==> config.mk <==
export PLATFORM = sky130hd
export DESIGN_NAME = srcmux_router
export DESIGN_NICKNAME = d
export VERILOG_FILES = /design/src/rtl/srcmux_pkg.sv /design/src/rtl/srcmux_tick_gen.sv /design/src/rtl/srcmux_pin_sync.sv /design/src/rtl/srcmux_sel_regs.sv /design/src/rtl/srcmux_route.sv /design/src/rtl/srcmux_router.sv
export SDC_FILE = /design/constraint.sdc
export NUM_CORES = 1
export LEC_CHECK = 0
export BUFFER_PORTS_ARGS = -buffer_cell sky130_fd_sc_hd__buf_2
export CORE_MARGIN = 2
export CORE_UTILIZATION = 40
export CTS_BUF_LIST = sky130_fd_sc_hd__clkbuf_2
export DETAILED_ROUTE_END_ITERATION = 12
export HOLD_SLACK_MARGIN = 0.06
export PLACE_DENSITY = 0.58
export SETUP_SLACK_MARGIN = 0.3
export SLEW_MARGIN = 20
export SYNTH_ARGS = -nofsm -noshare
export SYNTH_HDL_FRONTEND = slang
export SYNTH_HIERARCHICAL = 1
export SYNTH_SLANG_ARGS = --single-unit
==> constraint.sdc <==
create_clock -name clk_i -period 4.4 [get_ports clk_i]
set_input_delay 0.44 -clock clk_i [delete_from_list [all_inputs] [get_ports clk_i]]
set_output_delay 0.44 -clock clk_i [all_outputs]
set_load 0.02 [all_outputs]
==> src/rtl/srcmux_pkg.sv <==
package srcmux_pkg;
  localparam int unsigned N_GROUPS       = 3;
  localparam int unsigned CHIPS_PER_GRP  = 2;
  localparam int unsigned CHANS_PER_CHIP = 3;
  localparam int unsigned CNT_PER_GROUP  = CHIPS_PER_GRP * CHANS_PER_CHIP;
  localparam int unsigned N_CNT          = N_GROUPS * CNT_PER_GROUP;
  localparam int unsigned IDX_W          = $clog2(N_CNT);
  localparam int unsigned SRC_W          = 5;
  localparam int unsigned N_TICKS        = 6;
  localparam int unsigned ADDR_W         = 6;

  localparam logic [ADDR_W-1:0] ADDR_CLK0  = 6'h18;
  localparam logic [ADDR_W-1:0] ADDR_GATE0 = 6'h1B;
  localparam logic [ADDR_W-1:0] ADDR_EXT   = 6'h20;

  typedef logic [SRC_W-1:0] src_t;

  typedef struct packed {
    logic [1:0] src_hi;
    logic       chip;
    logic [1:0] chan;
    logic [2:0] src_lo;
  } sel_byte_t;
endpackage

==> src/rtl/srcmux_tick_gen.sv <==
module srcmux_tick_gen
  import srcmux_pkg::*;
#(
  parameter int unsigned BASE_DIV   = 2,
  parameter int unsigned DECADE_DIV = 10
) (
  input  logic               clk_i,
  input  logic               rst_ni,
  output logic [N_TICKS-1:0] tick_o
);
  localparam int unsigned MAX_R = (BASE_DIV > DECADE_DIV) ? BASE_DIV : DECADE_DIV;
  localparam int unsigned CW    = $clog2(MAX_R + 1) + 1;

  logic [N_TICKS:0] en_chain;
  assign en_chain[0] = 1'b1;
  assign tick_o      = en_chain[N_TICKS:1];

  for (genvar k = 0; k < N_TICKS; k++) begin : g_stage
    localparam int unsigned RATIO = (k == 0) ? BASE_DIV : ((k == 1) ? 2 : DECADE_DIV);
    logic [CW-1:0] cnt_q;
    logic          wrap;
    assign wrap          = (cnt_q == CW'(RATIO - 1));
    assign en_chain[k+1] = en_chain[k] & wrap;

    always_ff @(posedge clk_i or negedge rst_ni) begin
      if (!rst_ni)          cnt_q <= '0;
      else if (en_chain[k]) cnt_q <= wrap ? '0 : cnt_q + 1'b1;
    end

    if (k >= 1) begin : g_chk
      assert_tick_gap_R6: assert property (@(posedge clk_i) disable iff (!rst_ni)
        tick_o[k] |=> !tick_o[k]);
    end
  end
endmodule

==> src/rtl/srcmux_pin_sync.sv <==
module srcmux_pin_sync #(
  parameter int unsigned N = 18
) (
  input  logic         clk_i,
  input  logic         rst_ni,
  input  logic [N-1:0] clk_pin_i,
  input  logic [N-1:0] gate_pin_i,
  output logic [N-1:0] clk_rise_o,
  output logic [N-1:0] gate_lvl_o
);
  logic [N-1:0] c1_q, c2_q, c3_q, g1_q, g2_q;

  always_ff @(posedge clk_i or negedge rst_ni) begin
    if (!rst_ni) begin
      c1_q <= '0; c2_q <= '0; c3_q <= '0;
      g1_q <= '0; g2_q <= '0;
    end else begin
      c1_q <= clk_pin_i;  c2_q <= c1_q;  c3_q <= c2_q;
      g1_q <= gate_pin_i; g2_q <= g1_q;
    end
  end

  assign clk_rise_o = c2_q & ~c3_q;
  assign gate_lvl_o = g2_q;

  for (genvar i = 0; i < N; i++) begin : g_chk
    assert_edge_single_R5: assert property (@(posedge clk_i) disable iff (!rst_ni)
      clk_rise_o[i] |=> !clk_rise_o[i]);
  end
endmodule

==> src/rtl/srcmux_sel_regs.sv <==
module srcmux_sel_regs
  import srcmux_pkg::*;
(
  input  logic                         clk_i,
  input  logic                         rst_ni,
  input  logic                         wr_en_i,
  input  logic [ADDR_W-1:0]            addr_i,
  input  logic [7:0]                   wdata_i,
  output logic [N_CNT-1:0][SRC_W-1:0]  clk_sel_o,
  output logic [N_CNT-1:0][SRC_W-1:0]  gate_sel_o
);
  sel_byte_t        wb;
  logic             ext_q, in_clk, in_gate, chan_ok;
  logic [1:0]       grp;
  logic [IDX_W-1:0] idx;
  src_t             new_src;

  assign wb      = sel_byte_t'(wdata_i);
  assign in_clk  = wr_en_i && (addr_i >= ADDR_CLK0)  && (addr_i < ADDR_CLK0  + ADDR_W'(N_GROUPS));
  assign in_gate = wr_en_i && (addr_i >= ADDR_GATE0) && (addr_i < ADDR_GATE0 + ADDR_W'(N_GROUPS));
  assign grp     = 2'(in_clk ? (addr_i - ADDR_CLK0) : (addr_i - ADDR_GATE0));
  assign chan_ok = (wb.chan < 2'(CHANS_PER_CHIP));
  assign idx     = IDX_W'(grp) * IDX_W'(CNT_PER_GROUP)
                 + IDX_W'(wb.chip) * IDX_W'(CHANS_PER_CHIP) + IDX_W'(wb.chan);
  // basic range: upper source bits dropped at write time
  assign new_src = {ext_q ? wb.src_hi : 2'b00, wb.src_lo};

  always_ff @(posedge clk_i or negedge rst_ni) begin
    if (!rst_ni)                              ext_q <= 1'b0;
    else if (wr_en_i && (addr_i == ADDR_EXT)) ext_q <= wdata_i[0];
  end

  for (genvar i = 0; i < N_CNT; i++) begin : g_cnt
    logic wr_c, wr_g;
    assign wr_c = in_clk  && chan_ok && (idx == IDX_W'(i));
    assign wr_g = in_gate && chan_ok && (idx == IDX_W'(i));

    always_ff @(posedge clk_i or negedge rst_ni) begin
      if (!rst_ni) begin
        clk_sel_o[i]  <= '0;
        gate_sel_o[i] <= '0;
      end else begin
        if (wr_c) clk_sel_o[i]  <= new_src;
        if (wr_g) gate_sel_o[i] <= new_src;
      end
    end

    assert_basic_mask_R4: assert property (@(posedge clk_i) disable iff (!rst_ni)
      ((wr_c || wr_g) && !ext_q) |=>
        (wr_c ? clk_sel_o[i][4:3] : gate_sel_o[i][4:3]) == 2'b00);
  end

  assert_ch3_hold_R3: assert property (@(posedge clk_i) disable iff (!rst_ni)
    (wr_en_i && wb.chan == 2'd3) |=> ($stable(clk_sel_o) && $stable(gate_sel_o)));
endmodule

==> src/rtl/srcmux_route.sv <==
module srcmux_route
  import srcmux_pkg::*;
(
  input  logic                        clk_i,
  input  logic                        rst_ni,
  input  logic [N_CNT-1:0][SRC_W-1:0] clk_sel_i,
  input  logic [N_CNT-1:0][SRC_W-1:0] gate_sel_i,
  input  logic [N_TICKS-1:0]          tick_i,
  input  logic [N_CNT-1:0]            pin_rise_i,
  input  logic [N_CNT-1:0]            pin_gate_i,
  output logic [N_CNT-1:0]            clk_en_o,
  output logic [N_CNT-1:0]            gate_o
);
  for (genvar i = 0; i < N_CNT; i++) begin : g_mux
    always_comb begin
      case (clk_sel_i[i])
        5'd0:    clk_en_o[i] = pin_rise_i[i];
        5'd1:    clk_en_o[i] = tick_i[1];
        5'd2:    clk_en_o[i] = tick_i[2];
        5'd3:    clk_en_o[i] = tick_i[3];
        5'd4:    clk_en_o[i] = tick_i[4];
        5'd5:    clk_en_o[i] = tick_i[5];
        5'd11:   clk_en_o[i] = tick_i[0];
        default: clk_en_o[i] = 1'b0;
      endcase
      case (gate_sel_i[i])
        5'd0:    gate_o[i] = 1'b1;
        5'd1:    gate_o[i] = pin_gate_i[i];
        default: gate_o[i] = 1'b0;
      endcase
    end

    assert_gate_high_R8: assert property (@(posedge clk_i) disable iff (!rst_ni)
      (gate_sel_i[i] == 5'd0) |-> gate_o[i]);
    assert_unimpl_zero_R9: assert property (@(posedge clk_i) disable iff (!rst_ni)
      (clk_sel_i[i] > 5'd5 && clk_sel_i[i] != 5'd11) |-> !clk_en_o[i]);
    assert_gate_unimpl_R9: assert property (@(posedge clk_i) disable iff (!rst_ni)
      (gate_sel_i[i] > 5'd1) |-> !gate_o[i]);
  end
endmodule

==> src/rtl/srcmux_router.sv <==
module srcmux_router
  import srcmux_pkg::*;
#(
  parameter int unsigned BASE_DIV   = 2,
  parameter int unsigned DECADE_DIV = 10
) (
  input  logic              clk_i,
  input  logic              rst_ni,
  input  logic              wr_en_i,
  input  logic [ADDR_W-1:0] addr_i,
  input  logic [7:0]        wdata_i,
  input  logic [N_CNT-1:0]  ext_clk_i,
  input  logic [N_CNT-1:0]  ext_gate_i,
  output logic [N_CNT-1:0]  clk_en_o,
  output logic [N_CNT-1:0]  gate_o
);
  logic [N_CNT-1:0][SRC_W-1:0] clk_sel, gate_sel;
  logic [N_TICKS-1:0]          tick;
  logic [N_CNT-1:0]            pin_rise, pin_gate;

  srcmux_sel_regs u_regs (
    .clk_i, .rst_ni, .wr_en_i, .addr_i, .wdata_i,
    .clk_sel_o(clk_sel), .gate_sel_o(gate_sel)
  );

  srcmux_tick_gen #(.BASE_DIV(BASE_DIV), .DECADE_DIV(DECADE_DIV)) u_ticks (
    .clk_i, .rst_ni, .tick_o(tick)
  );

  srcmux_pin_sync #(.N(N_CNT)) u_sync (
    .clk_i, .rst_ni, .clk_pin_i(ext_clk_i), .gate_pin_i(ext_gate_i),
    .clk_rise_o(pin_rise), .gate_lvl_o(pin_gate)
  );

  srcmux_route u_route (
    .clk_i, .rst_ni, .clk_sel_i(clk_sel), .gate_sel_i(gate_sel), .tick_i(tick),
    .pin_rise_i(pin_rise), .pin_gate_i(pin_gate), .clk_en_o, .gate_o
  );
endmodule

# After elaboration in Yosys (flattened, before gate mapping)
# Cells that the tools add are included.
[word_totals] ff_bits=301 latch_bits=0 ramBits=0 romBits=0 inputBits=53 output_inout_bits=36 wordCells=346 memories=0
[op_classes] n_addsub=10 multipliers=2 div=0 n_lt_le_gt_ge=5 eq_ne=150 shifts=0 mux=44 bitwise=7 reduce_logical=80
[op_table] cell="$eq 5x3->1 const B" count=40
[op_table] cell="$eq 5x1->1 const B" count=39
[op_table] cell="$eq 5x2->1 const B" count=38
[op_table] cell="$logic_not 5->1" count=37
[op_table] cell="$eq 5x4->1 const B" count=30
[op_table] cell="$pmux 1 s7" count=18
[op_table] cell="$logic_and 1x1->1" count=43
[op_table] cell="$pmux 1 s2" count=18
[op_table] cell="$add 5x1->5 const B" count=6
[op_table] cell="$mux 5" count=6
[op_table] cell="$and 18x18->18" count=1
[op_table] cell="$not 18->18" count=1
[op_table] cell="$ge 6x5->1 const B" count=2
[op_table] cell="$lt 6x5->1 const B" count=2
[op_table] cell="$eq 5x5->1 const B" count=2
[op_table] cell="$eq 6x6->1 const B" count=1
[op_table] cell="$add 5x2->5" count=1
[op_table] cell="$add 5x3->5" count=1
[op_table] cell="$and 1x1->1" count=5
[op_table] cell="$mul 2x2->4 const B" count=1
[op_table] cell="$mux 2" count=2
[op_table] cell="$mul 1x2->3 const B" count=1
[op_table] cell="$lt 2x2->1 const B" count=1
[op_table] cell="$sub 2x1->2 const B" count=1
[op_table] cell="$sub 2x2->2 const B" count=1

# Longest topological paths before layout
[logic_depth] word_depth=9 mapped_depth=13 ltp_nobuf=12

# Hierarchy
# The synthesis kept the hierarchy.
[by_module_without_submodules] mod="srcmux_sel_regs" n_inst=1 cells_each=495 area_each_um2=7440.9
[by_module_without_submodules] mod="srcmux_pin_sync" n_inst=1 cells_each=108 area_each_um2=2499.9
[by_module_without_submodules] mod="srcmux_route" n_inst=1 cells_each=295 area_each_um2=1928.1
[by_module_without_submodules] mod="srcmux_tick_gen" n_inst=1 cells_each=148 area_each_um2=1581.5

# Least setup slack after synthesis
# No wires, ideal clock.
[synth_timing] kind="input port to flip-flop" start="in addr_i[0]" end="reg u_regs/clk_sel_o[53] in the netlist's numbering" setup_ns=0.128 t_arrival_ns=4.300 slack_ns=-0.027 cell_stages=12 path_buffers=2 cell_sequence="ha_1 or4b_4 or2_2 xnor2_1 fa_1 ha_1 fa_1 clkbuf_1 or3_1 or3_1 clkbuf_1 mux2_1"
[synth_between] elab_chain_cells=9 word_cells_on_any_way=13
[synth_rtl] item="from (decl)" line="srcmux_router.sv:10" rtl="input logic [ADDR_W-1:0] addr_i,"
[synth_rtl] item="$ge 6x5->1" line="srcmux_sel_regs.sv:19" rtl="assign in_clk = wr_en_i && (addr_i >= ADDR_CLK0) && (addr_i < ADDR_CLK0 + ADDR_W'(N_GROUPS));"
[synth_rtl] item="$logic_and 1x1->1 (2 in a row)" line="srcmux_sel_regs.sv:19"
[synth_rtl] item="$mux 2" line="srcmux_sel_regs.sv:21" rtl="assign grp = 2'(in_clk ? (addr_i - ADDR_CLK0) : (addr_i - ADDR_GATE0));"
[synth_rtl] item="$mul 2x2->4" line="srcmux_sel_regs.sv:23" rtl="assign idx = IDX_W'(grp) * IDX_W'(CNT_PER_GROUP)"
[synth_rtl] item="$add 5x3->5" line="srcmux_sel_regs.sv:24" rtl="+ IDX_W'(wb.chip) * IDX_W'(CHANS_PER_CHIP) + IDX_W'(wb.chan);"
[synth_rtl] item="$add 5x2->5" line="srcmux_sel_regs.sv:24"
[synth_rtl] item="$eq 5x4->1" line="srcmux_sel_regs.sv:35" rtl="assign wr_c = in_clk && chan_ok && (idx == IDX_W'(i));"
[synth_rtl] item="$logic_and 1x1->1 (*)" line="srcmux_sel_regs.sv:35"
[synth_rtl] item="to (signal, indexed assignment)" line="srcmux_sel_regs.sv:43" rtl="if (wr_c) clk_sel_o[i] <= new_src;"
[synth_rtl] item="to (decl)" line="srcmux_sel_regs.sv:9" rtl="output logic [N_CNT-1:0][SRC_W-1:0] clk_sel_o,"
# Mark *: on every way between the ends. The rest lies on a longest branch, timed or not.
# A chain may end at the register's enable or synchronous reset.

# Worst setup path after layout
[layout_timing] start="reg u_ticks.g_stage[0].cnt_q[1]" end="out clk_en_o[10]"
[layout_between] elab_chain_cells=7
[layout_rtl] item="from (decl)" line="srcmux_tick_gen.sv:20" rtl="logic [CW-1:0] cnt_q;"
[layout_rtl] item="from (signal assigned)" line="srcmux_tick_gen.sv:27" rtl="else if (en_chain[k]) cnt_q <= wrap ? '0 : cnt_q + 1'b1;"
[layout_rtl] item="$eq 5x1->1" line="srcmux_tick_gen.sv:22" rtl="assign wrap = (cnt_q == CW'(RATIO - 1));"
[layout_rtl] item="net tick[0]" line="srcmux_router.sv:18" rtl="logic [N_TICKS-1:0] tick;"
[layout_rtl] item="$and 1x1->1 (3 in a row)" line="srcmux_tick_gen.sv:23" rtl="assign en_chain[k+1] = en_chain[k] & wrap;"
[layout_rtl] item="net tick[3]" line="srcmux_router.sv:18"
[layout_rtl] item="$and 1x1->1 (2 in a row)" line="srcmux_tick_gen.sv:23"
[layout_rtl] item="net tick[5]" line="srcmux_router.sv:18"
[layout_rtl] item="$pmux 1 s7" line="srcmux_route.sv:16" rtl="case (clk_sel_i[i])"
[layout_rtl] item="to (decl)" line="srcmux_router.sv:14" rtl="output logic [N_CNT-1:0] clk_en_o,"
# The timed path passes the listed nets, and every way through them passes these cells.

==> tab_implementation.tex <==
\begin{tabular}{lr}
\hline
Metric & Value \\
\hline
\multicolumn{2}{l}{\textbf{Setup path}} \\
\quad Worst Path Arrival & between 3 and 4 ns \\
\quad Cell at the slowest stage of the critical path & sky130\_fd\_sc\_hd\_\_or4b\_4 \\
\quad Cells along the critical path & inv\_1, ha\_1, or4b\_4, clkinv\_4, nand4\_4, inv\_4, and3\_4, buf\_6, and2b\_1, o21a\_1, a211oi\_2, buf\_4 \\
\quad Data required time of the worst path & approximately 4.0 ns \\
\quad Crit path launch type & flip-flop \\
\quad CP Capture Type & output pin \\
\quad Largest fanout on the critical path & 6 \\
\quad Maximum cell stage delay along the critical path & between 0.4 and 0.5 ns \\
\quad Category of the most critical setup path & reg2out \\
\quad Internal reg-to-reg setup slack & between 2 and 2.5 ns \\
\multicolumn{2}{l}{\textbf{Synth}} \\
\quad Synthesized-area fraction occupied by ao, oa, aoi and oai cells & slightly above 7\% \\
\quad Dominant cells by area after synthesis & sky130\_fd\_sc\_hd\_\_dfrtp\_1 (56\%), sky130\_fd\_sc\_hd\_\_mux2\_2 (15\%), sky130\_fd\_sc\_hd\_\_nand2b\_1 (1.9\%) \\
\quad Post-synthesis instance area & approximately 13000 um\^{}2 \\
\quad Cell count after synthesis & $\sim$1000 \\
\quad Top\_reg\_cell synth & sky130\_fd\_sc\_hd\_\_dfrtp\_1 \\
\quad Main combinational cell family by area after synthesis & multiplexers \\
\quad Share of synthesized cell area in full adder, half adder and majority cells & $\sim$2.1\% \\
\quad Share of flip-flops with an asynchronous set or reset & 100\% \\
\quad Yosys top cell area share & between 50\% and 60\% \\
\quad Cell variety after synth & 69 \\
\quad Yosys synthesis warning count & 6 \\
\quad XOR/XNOR share of the synthesized area & under 10\% \\
\quad Number of flops mapped to enable cells by yosys & 0 \\
\quad Library cell occupying the most area in the post-synthesis netlist & sky130\_fd\_sc\_hd\_\_dfrtp\_1 \\
\quad Top-count cell post-synth & sky130\_fd\_sc\_hd\_\_dfrtp\_1 \\
\quad Post-Synthesis Net Count & roughly 1100 \\
\quad Flip-flop and latch count after synthesis & around 300 \\
\quad Seq/Total Area, Yosys & a little under three fifths \\
\quad Post-synth top cells & sky130\_fd\_sc\_hd\_\_dfrtp\_1 (301), sky130\_fd\_sc\_hd\_\_mux2\_2 (175), sky130\_fd\_sc\_hd\_\_inv\_1 (62) \\
\quad Avg Cell Area, Syn & 12.9 um\^{}2 \\
\quad Simple-gate share of the synthesized area & between 10\% and 20\% \\
\quad Post-synthesis mux area share & between 10\% and 20\% \\
\multicolumn{2}{l}{\textbf{Pwr}} \\
\quad Pwr per Cell Area & between 300 and 400 nW/um\^{}2 \\
\quad Leakage power total & about 7.8 nW \\
\quad Total power & a little under 6 mW \\
\quad Max IR drop VDD & $\sim$220 uV \\
\multicolumn{2}{l}{\textbf{Place}} \\
\quad Placement-stage worst setup slack & 0.0386 ns \\
\quad Routability Congestion & around 0.80 \\
\quad Port bufs & 88 \\
\quad Standard cell area after detailed placement & 14600 um\^{}2 \\
\quad Detailed placement HPWL & 18700 um \\
\quad Placed instance count & between 1500 and 2000 \\
\multicolumn{2}{l}{\textbf{GRT}} \\
\quad Grt total ovfl & 0 \\
\quad Global-route wire length before repair & a little over 50000 um \\
\quad Maximum number of pins on one net before global-route repair & 103 \\
\quad Vias in the first global route & 9568 \\
\quad Antenna violations before repair & 1 \\
\quad Combined global-route utilization of all metal layers & around 18\% \\
\multicolumn{2}{l}{\textbf{Clocking}} \\
\quad Clk root buf & sky130\_fd\_sc\_hd\_\_clkbuf\_2 \\
\quad Reg clk slew, reported paths & 0.10 ns \\
\quad Depth of the CTS H-tree & 3 \\
\quad Clock tree from TritonCTS & built \\
\quad Clock sink count & about 300 \\
\quad Insertion delay to the later sink of the worst-skew pair & around 0.94 ns \\
\quad Buffer levels on the longest clock path & 3 \\
\quad CTS Buf Count & slightly above 80 \\
\multicolumn{2}{l}{\textbf{STA}} \\
\quad Final period utilization & about nine tenths \\
\quad Worst-case hold slack & between 0.15 and 0.2 ns \\
\quad Minimum clock period & slightly below 4 ns \\
\quad Setup TNS & 0 ns \\
\quad Timing-limited maximum frequency & 257 MHz \\
\quad Fin Clk Skew & 0.0675 ns \\
\quad Final WS setup & a little over 0.5 ns \\
\quad Total count of max-transition violations in the final report & 0 \\
\quad Number of endpoints with negative hold slack in the final report & 0 \\
\quad Setup repair after global routing missed its margin & yes \\
\quad Total setup violations reported at the end of the flow & 0 \\
\quad Transition time at the pin with the least slew margin & approximately 1.0 ns \\
\quad Headroom to the max-slew limit & between 30\% and 40\% \\
\multicolumn{2}{l}{\textbf{Finish}} \\
\quad Nets@finish & $\sim$1400 \\
\quad Sequential standard cell area & 7530 um\^{}2 \\
\quad Signed area change from the synthesized netlist to the final layout & 20.5\% \\
\quad Fill cells & about 3100 \\
\quad Layout Utilization & around half \\
\quad Total area of multi-input combinational cells & roughly 5600 um\^{}2 \\
\quad Ratio of cells with drive above 1 in the final layout & approximately two fifths \\
\quad Post-route cell area & 16200 um\^{}2 \\
\quad Post-Layout Cell Count & between 1500 and 2000 \\
\multicolumn{2}{l}{\textbf{Routing}} \\
\quad DRC marker count from the first detailed-route iteration & 390 \\
\quad Drt drc & 0 \\
\quad Vias per Instance & 5.02 \\
\quad Wirelength per Cell & $\sim$17 um \\
\quad Vias after detailed routing & a little under 9000 \\
\quad WL final & between 30000 and 40000 um \\
\quad DRT Pass-1 Iters & 5 \\
\quad Antenna-violating nets left & 0 \\
\multicolumn{2}{l}{\textbf{Die}} \\
\quad Die span in x & $\sim$190 um \\
\quad Number of primary I/O pins & a little under 90 \\
\quad Row cnt & 67 \\
\quad Height of the die & around 190 um \\
\quad Starting density of the core & between 40 and 50\% \\
\quad Die area & approximately 35000 um\^{}2 \\
\quad Placeable Area & 33300 um\^{}2 \\
\multicolumn{2}{l}{\textbf{Min path}} \\
\quad Worst min-delay path class & in2reg \\
\multicolumn{2}{l}{\textbf{Flow run}} \\
\quad Number of violations of the max-capacitance limit & 0 \\
\multicolumn{2}{l}{\textbf{Run status}} \\
\quad Outcome & completed \\
\hline
\end{tabular}
## layer usage
metal | vias up | track usage, % | routed length [um]
met5 | - | 0 | 0
met4 | 0 | 6.72 | 708
met3 | 53 | 4.33 | 1180
met2 | 156 | 28.9 | 14400
met1 | 4518 | 24.4 | 14400
li1 | 4225 | - | -
## logic make-up (layout without fill, tap and decap cells)
logic type | count (synthesis) | after routing
compound gates | 131 | 131
xor+xnor | 16 | 16
fa+ha+maj | 21 | 21
buf+inv | 111 | 399
flops | 301 | 301
mux | 203 | 203
other cells | 0 | 1
simple gates | 263 | 263
## worst max-delay path, delay by kind of cell, from the launching register on
kind            cells  cell delay [ns]
flops               1             0.39
buf+inv             5             0.57
compound gates      2             0.44
simple gates        4             1.00
fa+ha+maj           1             0.12
## cells in the final DEF, fill, tap and decap left out, types with 20 or more instances in the layout
master,Yosys,routed
sky130_fd_sc_hd__dfrtp_1,301,301
sky130_fd_sc_hd__mux2_2,175,175
sky130_fd_sc_hd__clkbuf_2,0,114
sky130_fd_sc_hd__buf_2,10,73
sky130_fd_sc_hd__dlygate4sd3_1,0,62
sky130_fd_sc_hd__inv_1,62,62
sky130_fd_sc_hd__buf_4,3,50
sky130_fd_sc_hd__nor2_1,45,44
sky130_fd_sc_hd__nand2b_1,41,40
sky130_fd_sc_hd__a21oi_1,20,20
## final cells by class
| cell class | instances | area share [%] |
|---|---|---|
| clock buffers | 114 | 3.52 |
| flip-flops and latches | 301 | 46.5 |
| repair buffers | 193 | 9.23 |
| multi-input cells | 634 | 34.8 |
| clock inverters | 27 | 0.957 |
| diodes | 1 | 0.0154 |
| well taps | 448 | 3.46 |
| inverters | 65 | 1.57 |
## registers in the layout, indices dropped and copies added, names as in the netlist
signal and cells:
u_sync/c3_q 18, u_sync/g1_q 18, u_regs/gate_sel_o 90, u_ticks/g_stage.cnt_q 30, u_sync/c2_q 18, u_regs/ext_q 1
u_regs/clk_sel_o 90, u_sync/c1_q 18, u_sync/gate_lvl_o 18
## repair_timing
item,in CTS,in global routing
endpoints found under the setup margin,18,18
resized for setup,34,12
hold buffers,62,1
endpoints found under the hold margin,338,1
setup buffers,8,3
pin swaps,7,8
## path summary, 6_finish.rpt
kind                                             startpoint                     endpoint  cells after the start
worst max-delay path            u_ticks/g_stage[0].cnt_q[1]                 clk_en_o[10]                     12
worst min register to register               u_sync/c1_q[9]               u_sync/c2_q[9]                      0
max in group asynchronous                            rst_ni               u_sync/c3_q[6]                      4
worst max register to register  u_ticks/g_stage[1].cnt_q[1]  u_ticks/g_stage[3].cnt_q[2]                      8
worst min-delay path                         ext_gate_i[17]              u_sync/g1_q[17]                      2
min in group asynchronous                            rst_ni        u_regs/gate_sel_o[61]                      4
## report_power, final
part | internal (mW) | total (mW) | switching (mW) | leakage (nW)
Combinational | 0.391 | 0.871 | 0.481 | 3.27
Sequential | 2.93 | 3.02 | 0.0897 | 3.96
Clock | 0.769 | 1.93 | 1.16 | 0.546
(Power assumes the default switching activity.)
